File: config.mk
export PLATFORM = sky130hd
export DESIGN_NAME = trap_entry_unit
export DESIGN_NICKNAME = d
export VERILOG_FILES = /design/src/rtl/trap_pkg.sv /design/src/rtl/trap_arbiter.sv /design/src/rtl/trap_vector_calc.sv /design/src/rtl/trap_csr_bank.sv /design/src/rtl/trap_entry_unit.sv
export SDC_FILE = /design/constraint.sdc
export NUM_CORES = 1
export LEC_CHECK = 0
export BUFFER_PORTS_ARGS = -buffer_cell sky130_fd_sc_hd__buf_2
export CAP_MARGIN = 10
export CELL_PAD_IN_SITES_DETAIL_PLACEMENT = 1
export CELL_PAD_IN_SITES_GLOBAL_PLACEMENT = 1
export CORE_AREA = 4 4 131 133
export CTS_CLUSTER_DIAMETER = 80
export DETAILED_ROUTE_END_ITERATION = 10
export DIE_AREA = 0 0 135 137
export HOLD_SLACK_MARGIN = 0.1
export PLACE_DENSITY_LB_ADDON = 0.1
export SKIP_CTS_REPAIR_TIMING = 1
export SYNTH_ARGS = -nofsm -noshare
export SYNTH_HDL_FRONTEND = slang
export SYNTH_SLANG_ARGS = --single-unit
File: constraint.sdc
create_clock -name clk -period 1.6 [get_ports clk]
set_input_delay 0.08 -clock clk [delete_from_list [all_inputs] [get_ports clk]]
set_output_delay 0.08 -clock clk [all_outputs]
set_load 0.03 [all_outputs]
File: src/rtl/trap_pkg.sv
package trap_pkg;

  // cause indices; the vector offset depends on them
  localparam int unsigned IDX_RESET = 0;
  localparam int unsigned IDX_BKPT  = 1;
  localparam int unsigned IDX_IBUS  = 2;
  localparam int unsigned IDX_WATCH = 3;
  localparam int unsigned IDX_DBUS  = 4;
  localparam int unsigned IDX_DIV0  = 5;
  localparam int unsigned IDX_IRQ   = 6;
  localparam int unsigned IDX_SCALL = 7;

  typedef enum logic [1:0] {
    SEL_NBASE = 2'd0,
    SEL_DBASE = 2'd1,
    SEL_CTRL  = 2'd2,
    SEL_STAT  = 2'd3
  } csr_sel_e;

  typedef struct packed {
    logic bsave;
    logic esave;
    logic gie;
  } stat_t;

endpackage

File: src/rtl/trap_arbiter.sv
module trap_arbiter #(
  parameter int unsigned NCAUSE = 8,
  localparam int unsigned IDX_W = $clog2(NCAUSE)
) (
  input  logic [NCAUSE-1:0] req,
  output logic              grant_vld,
  output logic [IDX_W-1:0]  grant_idx
);

  logic [NCAUSE-1:0] blocked;
  logic [NCAUSE-1:0] grant_oh;

  for (genvar i = 0; i < NCAUSE; i++) begin : g_chain
    if (i == 0) begin : g_first
      assign blocked[i] = 1'b0;
    end else begin : g_rest
      assign blocked[i] = blocked[i-1] | req[i-1];
    end
    assign grant_oh[i] = req[i] & ~blocked[i];
  end

  always_comb begin
    grant_idx = '0;
    for (int i = 0; i < NCAUSE; i++) begin
      if (grant_oh[i]) grant_idx = grant_idx | IDX_W'(i);
    end
  end

  assign grant_vld = |req;

endmodule

File: src/rtl/trap_vector_calc.sv
module trap_vector_calc #(
  parameter int unsigned XLEN      = 32,
  parameter int unsigned NCAUSE    = 8,
  parameter int unsigned VEC_SHIFT = 5,
  localparam int unsigned IDX_W    = $clog2(NCAUSE)
) (
  input  logic [IDX_W-1:0] idx,
  input  logic             is_dbg,
  input  logic             remap,
  input  logic [XLEN-1:0]  nbase,
  input  logic [XLEN-1:0]  dbase,
  output logic [XLEN-1:0]  vec_pc
);

  logic [XLEN-1:0] base_sel;
  logic [XLEN-1:0] offset;

  always_comb begin
    base_sel = (is_dbg || remap) ? dbase : nbase;
    offset   = XLEN'(idx) << VEC_SHIFT;
    vec_pc   = base_sel + offset;
  end

endmodule

File: src/rtl/trap_csr_bank.sv
module trap_csr_bank
  import trap_pkg::*;
#(
  parameter int unsigned XLEN       = 32,
  parameter int unsigned BASE_ALIGN = 8
) (
  input  logic            clk,
  input  logic            rst_n,
  input  logic            wr_en,
  input  logic [1:0]      wr_sel,
  input  logic [XLEN-1:0] wr_data,
  input  logic            take,
  input  logic            take_dbg,
  input  logic            eret,
  input  logic            bret,
  output logic [XLEN-1:0] nbase,
  output logic [XLEN-1:0] dbase,
  output logic            remap,
  output stat_t           stat
);

  localparam logic [XLEN-1:0] BASE_MASK = ~((XLEN'(1) << BASE_ALIGN) - XLEN'(1));

  logic [XLEN-1:0] nbase_q, nbase_d, dbase_q, dbase_d;
  logic            remap_q, remap_d;
  stat_t           stat_q, stat_d;
  logic            nbase_en, dbase_en, remap_en, stat_en;
  logic            unused_wr;

  assign unused_wr = ^wr_data[BASE_ALIGN-1:3];

  // next state
  always_comb begin
    nbase_en = wr_en && (wr_sel == SEL_NBASE);
    dbase_en = wr_en && (wr_sel == SEL_DBASE);
    remap_en = wr_en && (wr_sel == SEL_CTRL);
    stat_en  = take || eret || bret || (wr_en && (wr_sel == SEL_STAT));

    nbase_d = wr_data & BASE_MASK;
    dbase_d = wr_data & BASE_MASK;
    remap_d = wr_data[0];

    stat_d = stat_q;
    if (take) begin
      if (take_dbg) stat_d.bsave = stat_q.gie;
      else          stat_d.esave = stat_q.gie;
      stat_d.gie = 1'b0;
    end else if (eret) begin
      stat_d.gie = stat_q.esave;
    end else if (bret) begin
      stat_d.gie = stat_q.bsave;
    end else begin
      stat_d = stat_t'(wr_data[2:0]);
    end
  end

  // registers
  always_ff @(posedge clk or negedge rst_n) begin
    if (!rst_n) begin
      nbase_q <= '0;
      dbase_q <= '0;
      remap_q <= 1'b0;
      stat_q  <= '0;
    end else begin
      if (nbase_en) nbase_q <= nbase_d;
      if (dbase_en) dbase_q <= dbase_d;
      if (remap_en) remap_q <= remap_d;
      if (stat_en)  stat_q  <= stat_d;
    end
  end

  assign nbase = nbase_q;
  assign dbase = dbase_q;
  assign remap = remap_q;
  assign stat  = stat_q;

  AST_NBASE_MASK: assert property (@(posedge clk) disable iff (!rst_n)
    (wr_en && wr_sel == SEL_NBASE) |=> nbase_q == ($past(wr_data) & BASE_MASK));
  AST_ERET_RESTORE: assert property (@(posedge clk) disable iff (!rst_n)
    (eret && !take) |=> stat_q.gie == $past(stat_q.esave));
  AST_BRET_RESTORE: assert property (@(posedge clk) disable iff (!rst_n)
    (bret && !eret && !take) |=> stat_q.gie == $past(stat_q.bsave));
  AST_DBG_SAVE: assert property (@(posedge clk) disable iff (!rst_n)
    (take && take_dbg) |=> stat_q.bsave == $past(stat_q.gie) && $stable(stat_q.esave));

endmodule

File: src/rtl/trap_entry_unit.sv
module trap_entry_unit
  import trap_pkg::*;
#(
  parameter int unsigned XLEN       = 32,
  parameter int unsigned NCAUSE     = 8,
  parameter int unsigned VEC_SHIFT  = 5,
  parameter int unsigned BASE_ALIGN = 8
) (
  input  logic              clk,
  input  logic              rst_n,
  input  logic [NCAUSE-1:0] exc_req,
  input  logic              irq_in,
  input  logic [XLEN-1:0]   pc_in,
  input  logic              eret,
  input  logic              bret,
  input  logic              csr_wr_en,
  input  logic [1:0]        csr_wr_sel,
  input  logic [XLEN-1:0]   csr_wr_data,
  output logic              redirect_valid,
  output logic [XLEN-1:0]   redirect_pc,
  output logic [XLEN-1:0]   ea_out,
  output logic [XLEN-1:0]   ba_out,
  output logic [2:0]        status_out
);

  localparam int unsigned IDX_W = $clog2(NCAUSE);
  localparam logic [NCAUSE-1:0] REQ_KEEP =
    ~((NCAUSE'(1) << IDX_RESET) | (NCAUSE'(1) << IDX_IRQ));

  logic [NCAUSE-1:0] eff_req;
  logic              take, take_dbg;
  logic [IDX_W-1:0]  grant_idx;
  logic [XLEN-1:0]   nbase, dbase, vec_pc;
  logic              remap;
  stat_t             stat;
  logic              unused_req;

  logic              rv_q, rv_d;
  logic [XLEN-1:0]   rpc_q, rpc_d, ea_q, ea_d, ba_q, ba_d;
  logic              rpc_en, ea_en, ba_en;

  assign unused_req = exc_req[IDX_RESET] ^ exc_req[IDX_IRQ];

  for (genvar i = 0; i < NCAUSE; i++) begin : g_req
    if (i == IDX_RESET) begin : g_rst
      assign eff_req[i] = 1'b0;
    end else if (i == IDX_IRQ) begin : g_irq
      assign eff_req[i] = irq_in & stat.gie;
    end else begin : g_exc
      assign eff_req[i] = exc_req[i];
    end
  end

  trap_arbiter #(.NCAUSE(NCAUSE)) u_arb (
    .req       (eff_req),
    .grant_vld (take),
    .grant_idx (grant_idx)
  );

  assign take_dbg = (grant_idx == IDX_W'(IDX_BKPT)) || (grant_idx == IDX_W'(IDX_WATCH));

  trap_vector_calc #(.XLEN(XLEN), .NCAUSE(NCAUSE), .VEC_SHIFT(VEC_SHIFT)) u_vec (
    .idx    (grant_idx),
    .is_dbg (take_dbg),
    .remap  (remap),
    .nbase  (nbase),
    .dbase  (dbase),
    .vec_pc (vec_pc)
  );

  trap_csr_bank #(.XLEN(XLEN), .BASE_ALIGN(BASE_ALIGN)) u_csr (
    .clk      (clk),
    .rst_n    (rst_n),
    .wr_en    (csr_wr_en),
    .wr_sel   (csr_wr_sel),
    .wr_data  (csr_wr_data),
    .take     (take),
    .take_dbg (take_dbg),
    .eret     (eret),
    .bret     (bret),
    .nbase    (nbase),
    .dbase    (dbase),
    .remap    (remap),
    .stat     (stat)
  );

  // next state
  always_comb begin
    rv_d   = take;
    rpc_en = take;
    ea_en  = take && !take_dbg;
    ba_en  = take && take_dbg;
    rpc_d  = vec_pc;
    ea_d   = pc_in;
    ba_d   = pc_in;
  end

  // registers
  always_ff @(posedge clk or negedge rst_n) begin
    if (!rst_n) begin
      rv_q  <= 1'b0;
      rpc_q <= '0;
      ea_q  <= '0;
      ba_q  <= '0;
    end else begin
      rv_q <= rv_d;
      if (rpc_en) rpc_q <= rpc_d;
      if (ea_en)  ea_q  <= ea_d;
      if (ba_en)  ba_q  <= ba_d;
    end
  end

  assign redirect_valid = rv_q;
  assign redirect_pc    = rpc_q;
  assign ea_out         = ea_q;
  assign ba_out         = ba_q;
  assign status_out     = stat;

  AST_EA_LINK: assert property (@(posedge clk) disable iff (!rst_n)
    (take && !take_dbg) |=> ea_out == $past(pc_in) && $stable(ba_out));
  AST_BA_LINK: assert property (@(posedge clk) disable iff (!rst_n)
    (take && take_dbg) |=> ba_out == $past(pc_in) && $stable(ea_out));
  AST_GIE_CLEARED: assert property (@(posedge clk) disable iff (!rst_n)
    redirect_valid |-> !status_out[0]);
  AST_VEC_ALIGNED: assert property (@(posedge clk) disable iff (!rst_n)
    redirect_valid |-> redirect_pc[VEC_SHIFT-1:0] == '0);
  AST_IRQ_MASKED: assert property (@(posedge clk) disable iff (!rst_n)
    (!status_out[0] && ((exc_req & REQ_KEEP) == '0)) |=> !redirect_valid);
  AST_DBG_BASE: assert property (@(posedge clk) disable iff (!rst_n)
    (take && take_dbg) |=> redirect_pc[XLEN-1:BASE_ALIGN] == $past(dbase[XLEN-1:BASE_ALIGN]));

endmodule

After elaboration in Yosys (flattened, before gate mapping) --
Cells that the tools add are included.
Cells by class: $add $sub $neg 1, muxes and demuxes 15, equal/unequal tests 9, bitwise gates (word level) 18, reductions and logical operators 16
Operators by type and width (number):
- 32-bit by 8-bit adder with 32-bit output | 1
- 32-bit 2-to-1 mux | 1
- 3-bit 2-to-1 mux | 5
- 2-bit 2-to-1 mux | 4
- 4-bit AND reduction | 2
- 1-bit AND | 7
- 7-bit OR reduction | 1
- 1-bit logical AND | 6
- 1-bit NOT | 6
- 1-bit logical OR | 5
- 1-bit 2-to-1 mux | 5
- 1-bit OR | 5
- 2-bit == test, second input constant | 2
- 2-bit by 1-bit != test with 1-bit output, second input constant | 2
- 2-bit != test, second input constant | 2
- 3-bit by 1-bit == test with 1-bit output, second input constant | 1
- 3-bit by 2-bit == test with 1-bit output, second input constant | 1
- 2-bit by 1-bit == test with 1-bit output, second input constant | 1
- 2-bit zero test | 1
- 1-bit zero test | 1
Storage, ports and cells: output and inout port bits 100, input port bits 80, register bits 149, logic and storage cells 69

Depth between registers and ports, before layout --
Gate-level depths: netlist of run 1.
depth after elaboration 13, gate-level depth with buffers 6, gate-level depth less buffers 4

Hierarchy --
Synthesis of run 1 repeated with hierarchy kept, for this count alone.
Unflattened totals: cells, all modules 533, area, all modules 7279.5 sq um
Modules (own cells, without submodules):
- trap_entry_unit | instances 1, sequential area each 2427.3 sq um, area an instance 3771.1 sq um, cells an instance 209
- trap_csr_bank | instances 1, sequential area each 1301.2 sq um, area an instance 2189.6 sq um, cells an instance 142
- trap_vector_calc | instances 1, sequential area each 0.0 sq um, area an instance 1236.2 sq um, cells an instance 168
- trap_arbiter | instances 1, sequential area each 0.0 sq um, area an instance 82.6 sq um, cells an instance 14

Worst setup path after synthesis of run 1 --
No wires, ideal clock.
kind flip-flop to flip-flop, start point register u_csr.stat_q (netlist bit u_csr.stat[0]), end point register ea_q[10] (netlist: ea_out[10]), buffers on the path 1, clock period less this slack 1.802 ns, setup slack -0.202 ns, library setup time 0.125 ns, stages on the path, launching flop included 5, data arrival time 1.677 ns, required time 1.475 ns, path through dfrtp_1 > a2111oi_4 > a211oi_4 > buf_6 > mux2_4
On the way: cells in the longest elaborated chain, start to end 9, elaborated cells between the ends (all ways) 13, those cells by class eq/ne: 2; mux: 2; bitwise: 5; reduce/logical: 4
RTL lines:
- start: declaration | line trap_csr_bank.sv:26 | stat_t stat_q, stat_d;
- start signal: assignment | line trap_csr_bank.sv:68 | if (stat_en) stat_q <= stat_d;
- 1-bit AND * | line trap_entry_unit.sv:48 | assign eff_req[i] = irq_in & stat.gie;
- 1-bit OR | line trap_arbiter.sv:17 | assign blocked[i] = blocked[i-1] | req[i-1];
- 1-bit NOT | line trap_arbiter.sv:19 | assign grant_oh[i] = req[i] & ~blocked[i];
- 1-bit AND | line trap_arbiter.sv:19
- 3-bit 2-to-1 mux | line trap_arbiter.sv:25 | if (grant_oh[i]) grant_idx = grant_idx | IDX_W'(i);
- 3-bit by 1-bit == test with 1-bit output or 3-bit by 2-bit == test with 1-bit output (tied branches) | line trap_entry_unit.sv:60 | assign take_dbg = (grant_idx == IDX_W'(IDX_BKPT)) || (grant_idx == IDX_W'(IDX_WATCH));
- 1-bit logical OR | line trap_entry_unit.sv:60
- 1-bit zero test | line trap_entry_unit.sv:91 | ea_en = take && !take_dbg;
- 1-bit logical AND * | line trap_entry_unit.sv:91
- end signal: assignment | line trap_entry_unit.sv:103 | ea_q <= '0;
- end signal: assignment | line trap_entry_unit.sv:108 | if (ea_en) ea_q <= ea_d;
- end: declaration | line trap_entry_unit.sv:39 | logic [XLEN-1:0] rpc_q, rpc_d, ea_q, ea_d, ba_q, ba_d;
Mark *: on every way between the ends. The rest lies on a longest branch, timed or not. A chain may end at the register's enable or synchronous reset.

Worst setup path after layout of run 1 --
start point register u_csr.stat_q (netlist bit u_csr.stat[0]), end point register ea_q[11] (netlist: ea_out[11])
Same word-level chain as after synthesis.

==> summary.md, run 1 <==
| Metric | Value |
|---|---|
| Sink Count | around 140 |
| HP Class | primary input to register |
| Sequential share of the synthesized area | 61.5% |
| CP Data Required Time | 1.90 ns |
| CTS H-tree depth | 4 |
| Final Core Density | between 50% and 60% |
| Reg2Reg Depth | 5 |
| Max Slew Vio Count | 0 |
| # IOs | 180 |
| Layout area overhead | 47.8% |
| Peak supply drop | between 0.7 and 0.8 mV |
| Worst skew pair latency | 0.42 ns |
| CP endpoint kind | register |
| CP peak stage delay | around 0.42 ns |
| Starting Density | 37.0% |
| Post-DP HPWL | 10000 um |
| Crit path cell chain | a2111oi_4 > buf_4 > a211oi_4 > buf_12 > mux2_4 |
| Clock slew at reported path FFs | around 0.060 ns |
| Status | finished with violations |
| Distinct cells, synth | 32 |
| CP max stage cell | dfrtp_2 |
| Most common cell after layout, fill and taps aside | buf_2 |
| Hold Path Depth | 4 |
| Mean Syn Cell Area | 15.0 um^2 |
| Layout cells sized above 1 | a little over half |
| Maximum number of pins on one net before global-route repair | 44 |
| Worst hold start | bret |
| CP startpoint | u_csr.stat[0] |
| Iteration-0 DRC Markers | 76 |
| Routed Antenna Nets | 0 |
| Sink of the worst hold path | u_csr.stat[0] |
| Pre-CTS WS | -0.00340 ns |
| Die Area | 18500 um^2 |
| Num rows | 46 |
| Fin. Hold Viols | 0 |
| Setup violation total in the final timing report | 38 |
| Startpoint Class | register |
| RSZ-0062 raised after global routing | yes |
| Top cell type's share of synthesized area | between 60% and 70% |
| CTS Buffer Depth | 2 |
| CTS buffer count | 17 |
| Ant diodes | 0 |
| GR Util All Layers | 16.0% |
| Die X | 135 um |
| Drt total wl | 15900 um |
| Mapped Area | around 5900 um^2 |
| Failing checks | negative setup slack |
| Max Cap Violations | 0 |
| Mean routed wirelength per cell | 18.2 um |
| RD Place Congestion | 0.708 |
| Post-route cell area | between 8000 and 9000 um^2 |
| Fmax | 598 MHz |
| Synth Register Bits | 144 |
| Grt ovf | 0 |
| Top cells by area, synth | dfrtp_1 61%, mux2_2 16%, mux2_4 7.2% |
| Most frequent cells in the layout | 166 x buf_2, 143 x dfrtp_1, 85 x mux2_2 |
| Layout net count | 729 |
| Critical R2R Launch | u_csr.stat[0] |
| # DRC | 0 |
| Period utilization | 105% |
| Max-slew headroom | around 52% |
| Ys Warns | 0 |
| Power per cell area | around 1300 nW/um^2 |
| Measured slew at the worst slew-check pin | 0.712 ns |
| Initial antenna violation count | 0 |
| Critical R2R Capture | ea_out[11] |
| Pre-antenna DRT Iters | 4 |
| FF-to-FF setup slack | -0.07 ns |
| Core footprint | 15800 um^2 |
| CTS tree | yes |
| Cell Area, Placed | 7060 um^2 |
| Fin worst setup slack | -0.0728 ns |
| Vias | 4140 |
| Arrival @ worst endpoint | ~2.0 ns |
| Worst Path Max Fanout | 26 |
| WS Path Type | register to register |
| DIE HEIGHT | between 100 and 150 um |
| Clk_skew | between 0.006 and 0.007 ns |
| Cell accounting for the most synthesized area | dfrtp_1 |
| IO Port Bufs | 167 |
| Minimum clock period | 1.67 ns |
| Root Driver | clkbuf_16 |
| Post-Syn Instances | 391 |
| Routed vias/inst | about 4.7 |
| First-pass GRT wire length | roughly 23000 um |
| Vias in the first global route | 4280 |
| Lkg Pwr | around 4.0 nW |
## registers in the layout (all words and copies together) (netlist names)
| name | count |
|---|---|
| redirect_pc | 27 |
| redirect_valid | 1 |
| ba_out | 32 |
| u_csr.dbase | 24 |
| ea_out | 32 |
| u_csr.stat | 3 |
| u_csr.remap | 1 |
| u_csr.nbase | 24 |
## Yosys cell counts, drive strengths merged
cell     instances
clkbuf           4
and2b            1
o21bai           1
a2111o           1
nand3b           1
a2bb2oi          1
and3             1
nor3             3
dfrtp          144
a2111oi          1
mux2           113
conb             1
nand4            1
mux2i           26
o21a             1
a21oi           26
nor2            31
a21o             1
buf             19
a41oi            1
nor3b            2
nand2            3
a22oi            1
o21ai            2
inv              3
a211oi           2
## final cells by class
cell class / instances / area [um^2]
repair buffers: 258 / 1890
flip-flops and latches: 144 / 3600
multi-input cells: 225 / 2230
clock buffers: 24 / 502
well taps: 216 / 270
fillers: 1598 / 7170
clock inverters: 8 / 150
inverters: 3 / 11.3
## critical path: cells and delay by family, from the launching register on
kind                   cells  cell delay [ns]
AO/OA/AOI/OAI              2             0.44
multiplexers               1             0.31
flip-flops                 1             0.42
buffers and inverters      2             0.37
## cells by family (layout without fill, tap and decap cells)
family	count (synthesis)	count (layout)	synth area share (%)
compound gates	38	38	4.33
flops	144	144	61.5
mux	139	139	27.9
simple gates	43	43	3.48
buf+inv	26	293	2.69
other cells	1	5	0.0640
## per-stage QoR
| stage | hold slack, ns | total power, mW | TNS, ns | cells |
|---|---|---|---|---|
| final | 0.0972 | 11.4 | -2.02 | 878 |
| after detailed placement | -0.0206 | 6.96 | -0.00340 | 769 |
| after CTS | -0.477 | 11.4 | -0.135 | 801 |
| after floorplan | -0.216 | 6.11 | -1.31 | 395 |
| after global placement | -0.0252 | 6.86 | 0 | 769 |
| after global routing | 0.109 | 11.9 | -4.50 | 878 |
## how the worst max path moves through the flow
| stage | end | slack [ns] | cells after the start |
|---|---|---|---|
| 5_1_grt | ea_out[8] | -0.11 | 5 |
| 4_1_cts | redirect_pc[16] | -0.06 | 6 |
| 2_1_floorplan | ea_out[10] | -0.05 | 4 |
| 3_5_place_dp | redirect_pc[26] | -0.003 | 6 |
| 6_report | ea_out[11] | -0.07 | 5 |
| 3_3_place_gp | redirect_pc[15] | 0.01 | 6 |
## where the power goes
part | internal (mW) | leakage, nW | switching, mW | total, mW
registers | 4.24 | 1.70 | 0.338 | 4.57
clock network | 2.82 | 0.317 | 1.50 | 4.33
logic | 1.06 | 1.99 | 1.44 | 2.50
total | 8.12 | 4.00 | 3.29 | 11.4
## metal layers
layer	share of wire [%]	GRT usage, %	vias to the layer above
li1	-	-	1891
met2	52	28.1	113
met4	1.5	5.82	0
met5	0	0	-
met1	41	18.4	2120
met3	4.8	5.07	16
No activity file was read; power rests on OpenSTA's default activity.
==> inputs of run 2 (changes only) <==
Settings changed: SKIP_CTS_REPAIR_TIMING 1 to not set.
==> summary.md, run 2 (synthesized netlist as in run 1, its figures left out) <==
| Metric | Value |
|---|---|
| Status | finished with violations (unchanged) |
| Failing checks | negative setup slack (unchanged) |
| Max Slew Vio Count | 0 (unchanged) |
| CP endpoint kind | register (unchanged) |
| HP Class | primary input to register (unchanged) |
| Layout area overhead | 44.4% (was 47.8%) |
| RSZ-0062 raised after global routing | yes (unchanged) |
| Iteration-0 DRC Markers | 62 (was 76) |
| # DRC | 0 (unchanged) |
| Period utilization | 100% (was 105%) |
| Most frequent cells in the layout | 166 x buf_2, 143 x dfrtp_1, 84 x mux2_2 (was 166 x buf_2, 143 x dfrtp_1, 85 x mux2_2) |
| Die X | 135 um (unchanged) |
| Critical R2R Capture | ea_out[2] (was ea_out[11]) |
| FF-to-FF setup slack | -0.002 ns (was -0.07 ns) |
| Worst Hold Slack | 0.140 ns (was 0.0972 ns) |
| Setup violation total in the final timing report | 1 (was 38) |
| Startpoint Class | register (unchanged) |
| Worst hold start | csr_wr_en (was bret) |
| Fin. Hold Viols | 0 (unchanged) |
| Die Area | 18500 um^2 (unchanged) |
| CP startpoint | u_csr.stat[0] (unchanged) |
| Clk_skew | 0.00733 ns (was 0.00681 ns) |
| CP Data Required Time | 1.90 ns (about the same) |
| GR Util All Layers | 16.9% (was 16.0%) |
| Layout net count | 725 (was 729) |
| Critical R2R Launch | u_csr.stat[0] (unchanged) |
| Drt total wl | 14900 um (was 15900 um) |
| Mean routed wirelength per cell | 17.0 um (was 18.2 um) |
| Sink Count | 144 (unchanged) |
| Grt ovf | 0 (unchanged) |
| Initial antenna violation count | 0 (unchanged) |
| Worst Path Max Fanout | 26 (unchanged) |
| Power per cell area | 1340 nW/um^2 (was 1320 nW/um^2) |
| Root Driver | clkbuf_16 (unchanged) |
| Fmax | 624 MHz (was 598 MHz) |
| Num rows | 46 (unchanged) |
| Layout cells sized above 1 | 50.9% (was 55.0%) |
| Lkg Pwr | 3.94 nW (was 4.00 nW) |
| Total power | 11.3 mW (was 11.4 mW) |
| Routed vias/inst | 4.67 (was 4.72) |
| Pre-antenna DRT Iters | 4 (unchanged) |
| WS Path Type | register to register (unchanged) |
| Fin worst setup slack | -0.00197 ns (was -0.0728 ns) |
| Peak supply drop | 0.793 mV (was 0.794 mV) |
| Vias in the first global route | 4660 (was 4280) |
| Reg2Reg Depth | 5 (unchanged) |
| Ant diodes | 0 (unchanged) |
| Hold Path Depth | 4 (unchanged) |
| Max Cap Violations | 0 (unchanged) |
| First-pass GRT wire length | 24300 um (was 22700 um) |
| Maximum number of pins on one net before global-route repair | 44 (unchanged) |
| CTS buffer count | 17 (unchanged) |
| Final Core Density | 53.5% (was 54.7%) |
| Sink of the worst hold path | u_csr.remap (was u_csr.stat[0]) |
| Worst skew pair latency | 0.42 ns (about the same) |
| # IOs | 180 (unchanged) |
| DIE HEIGHT | 137 um (unchanged) |
| IO Port Bufs | 167 (unchanged) |
| RD Place Congestion | 0.708 (unchanged) |
| Post-DP HPWL | 10000 um (unchanged) |
| CTS Buffer Depth | 2 (unchanged) |
| CTS H-tree depth | 4 (unchanged) |
| Clock slew at reported path FFs | 0.06 ns (about the same) |
| Core footprint | 15800 um^2 (unchanged) |
| Most common cell after layout, fill and taps aside | buf_2 (unchanged) |
| Cell Area, Placed | 7060 um^2 (unchanged) |
| Pre-CTS WS | -0.00340 ns (unchanged) |
| Post-route cell area | 8460 um^2 (was 8660 um^2) |
| Vias | 4078 (was 4140) |
| Minimum clock period | 1.60 ns (was 1.67 ns) |
| Starting Density | 37.0% (unchanged) |
| Arrival @ worst endpoint | 1.90 ns (was 1.97 ns) |
| CTS tree | yes (unchanged) |
| Routed Antenna Nets | 0 (unchanged) |
==> run 2: cell types whose count changed in the layout (fill, tap and decap cells not counted), sizes merged <==
| cell | previous run | this run |
|---|---|---|
| buf | 183 | 181 |
| dlygate4sd3 | 71 | 72 |
| clkbuf | 28 | 25 |
==> run 2: worst max-delay path by stage <==
| stage | end | slack (ns) |
|---|---|---|
| 3_3_place_gp | redirect_pc[15] | 0.01 |
| 4_1_cts | ea_out[2] | -0.02 |
| 5_1_grt | ea_out[2] | -0.06 |
| 2_1_floorplan | ea_out[10] | -0.05 |
| 6_report | ea_out[2] | -0.002 |
| 3_5_place_dp | redirect_pc[26] | -0.003 |
==> run 2: area by class of cell <==
| class | instances | area [um^2] |
|---|---|---|
| clock inverters | 8 | 150 |
| clock buffers | 24 | 502 |
| flip-flops and latches | 144 | 3600 |
| fillers | 1617 | 7370 |
| inverters | 3 | 11.3 |
| repair buffers | 254 | 1780 |
| multi-input cells | 225 | 2140 |
| well taps | 216 | 270 |
==> run 2: where the power goes <==
group	internal, mW	switching, mW	leakage (nW)
Clock	2.82	1.50	0.317
Combinational	1.05	1.42	1.93
Sequential	4.24	0.309	1.70
==> run 2: critical path, cell delays in order (launching register included) <==
cell	delay, ns
dfrtp_2	0.38
a2111oi_4	0.07
buf_4	0.15
a211oi_4	0.25
buf_12	0.27
mux2_2	0.36
==> run 2: layer usage <==
metal / vias up / GRT usage, % / share of wire (%)
met5: - / 0 / 0
met4: 0 / 6.49 / 2.0
met3: 24 / 4.67 / 5.5
met2: 114 / 29.7 / 51
met1: 2057 / 19.6 / 42
li1: 1883 / - / -
==> run 2: through the flow <==
| stage | cells | setup TNS, ns |
|---|---|---|
| final | 874 | -0.00197 |
| after floorplan | 395 | -1.31 |
| after CTS | 874 | -0.139 |
| after global routing | 874 | -1.07 |
| after detailed placement | 769 | -0.00340 |
| after global placement | 769 | 0 |
==> run 2: timing repair <==
action / 4_1_cts / 5_1_grt
gates resized for setup: 1 / 4
pin swaps: 0 / 0
setup endpoints to repair: 9 / 41
endpoints found under the hold margin: 263 / 0
hold buffers: 72 / 0
setup buffers: 1 / 0
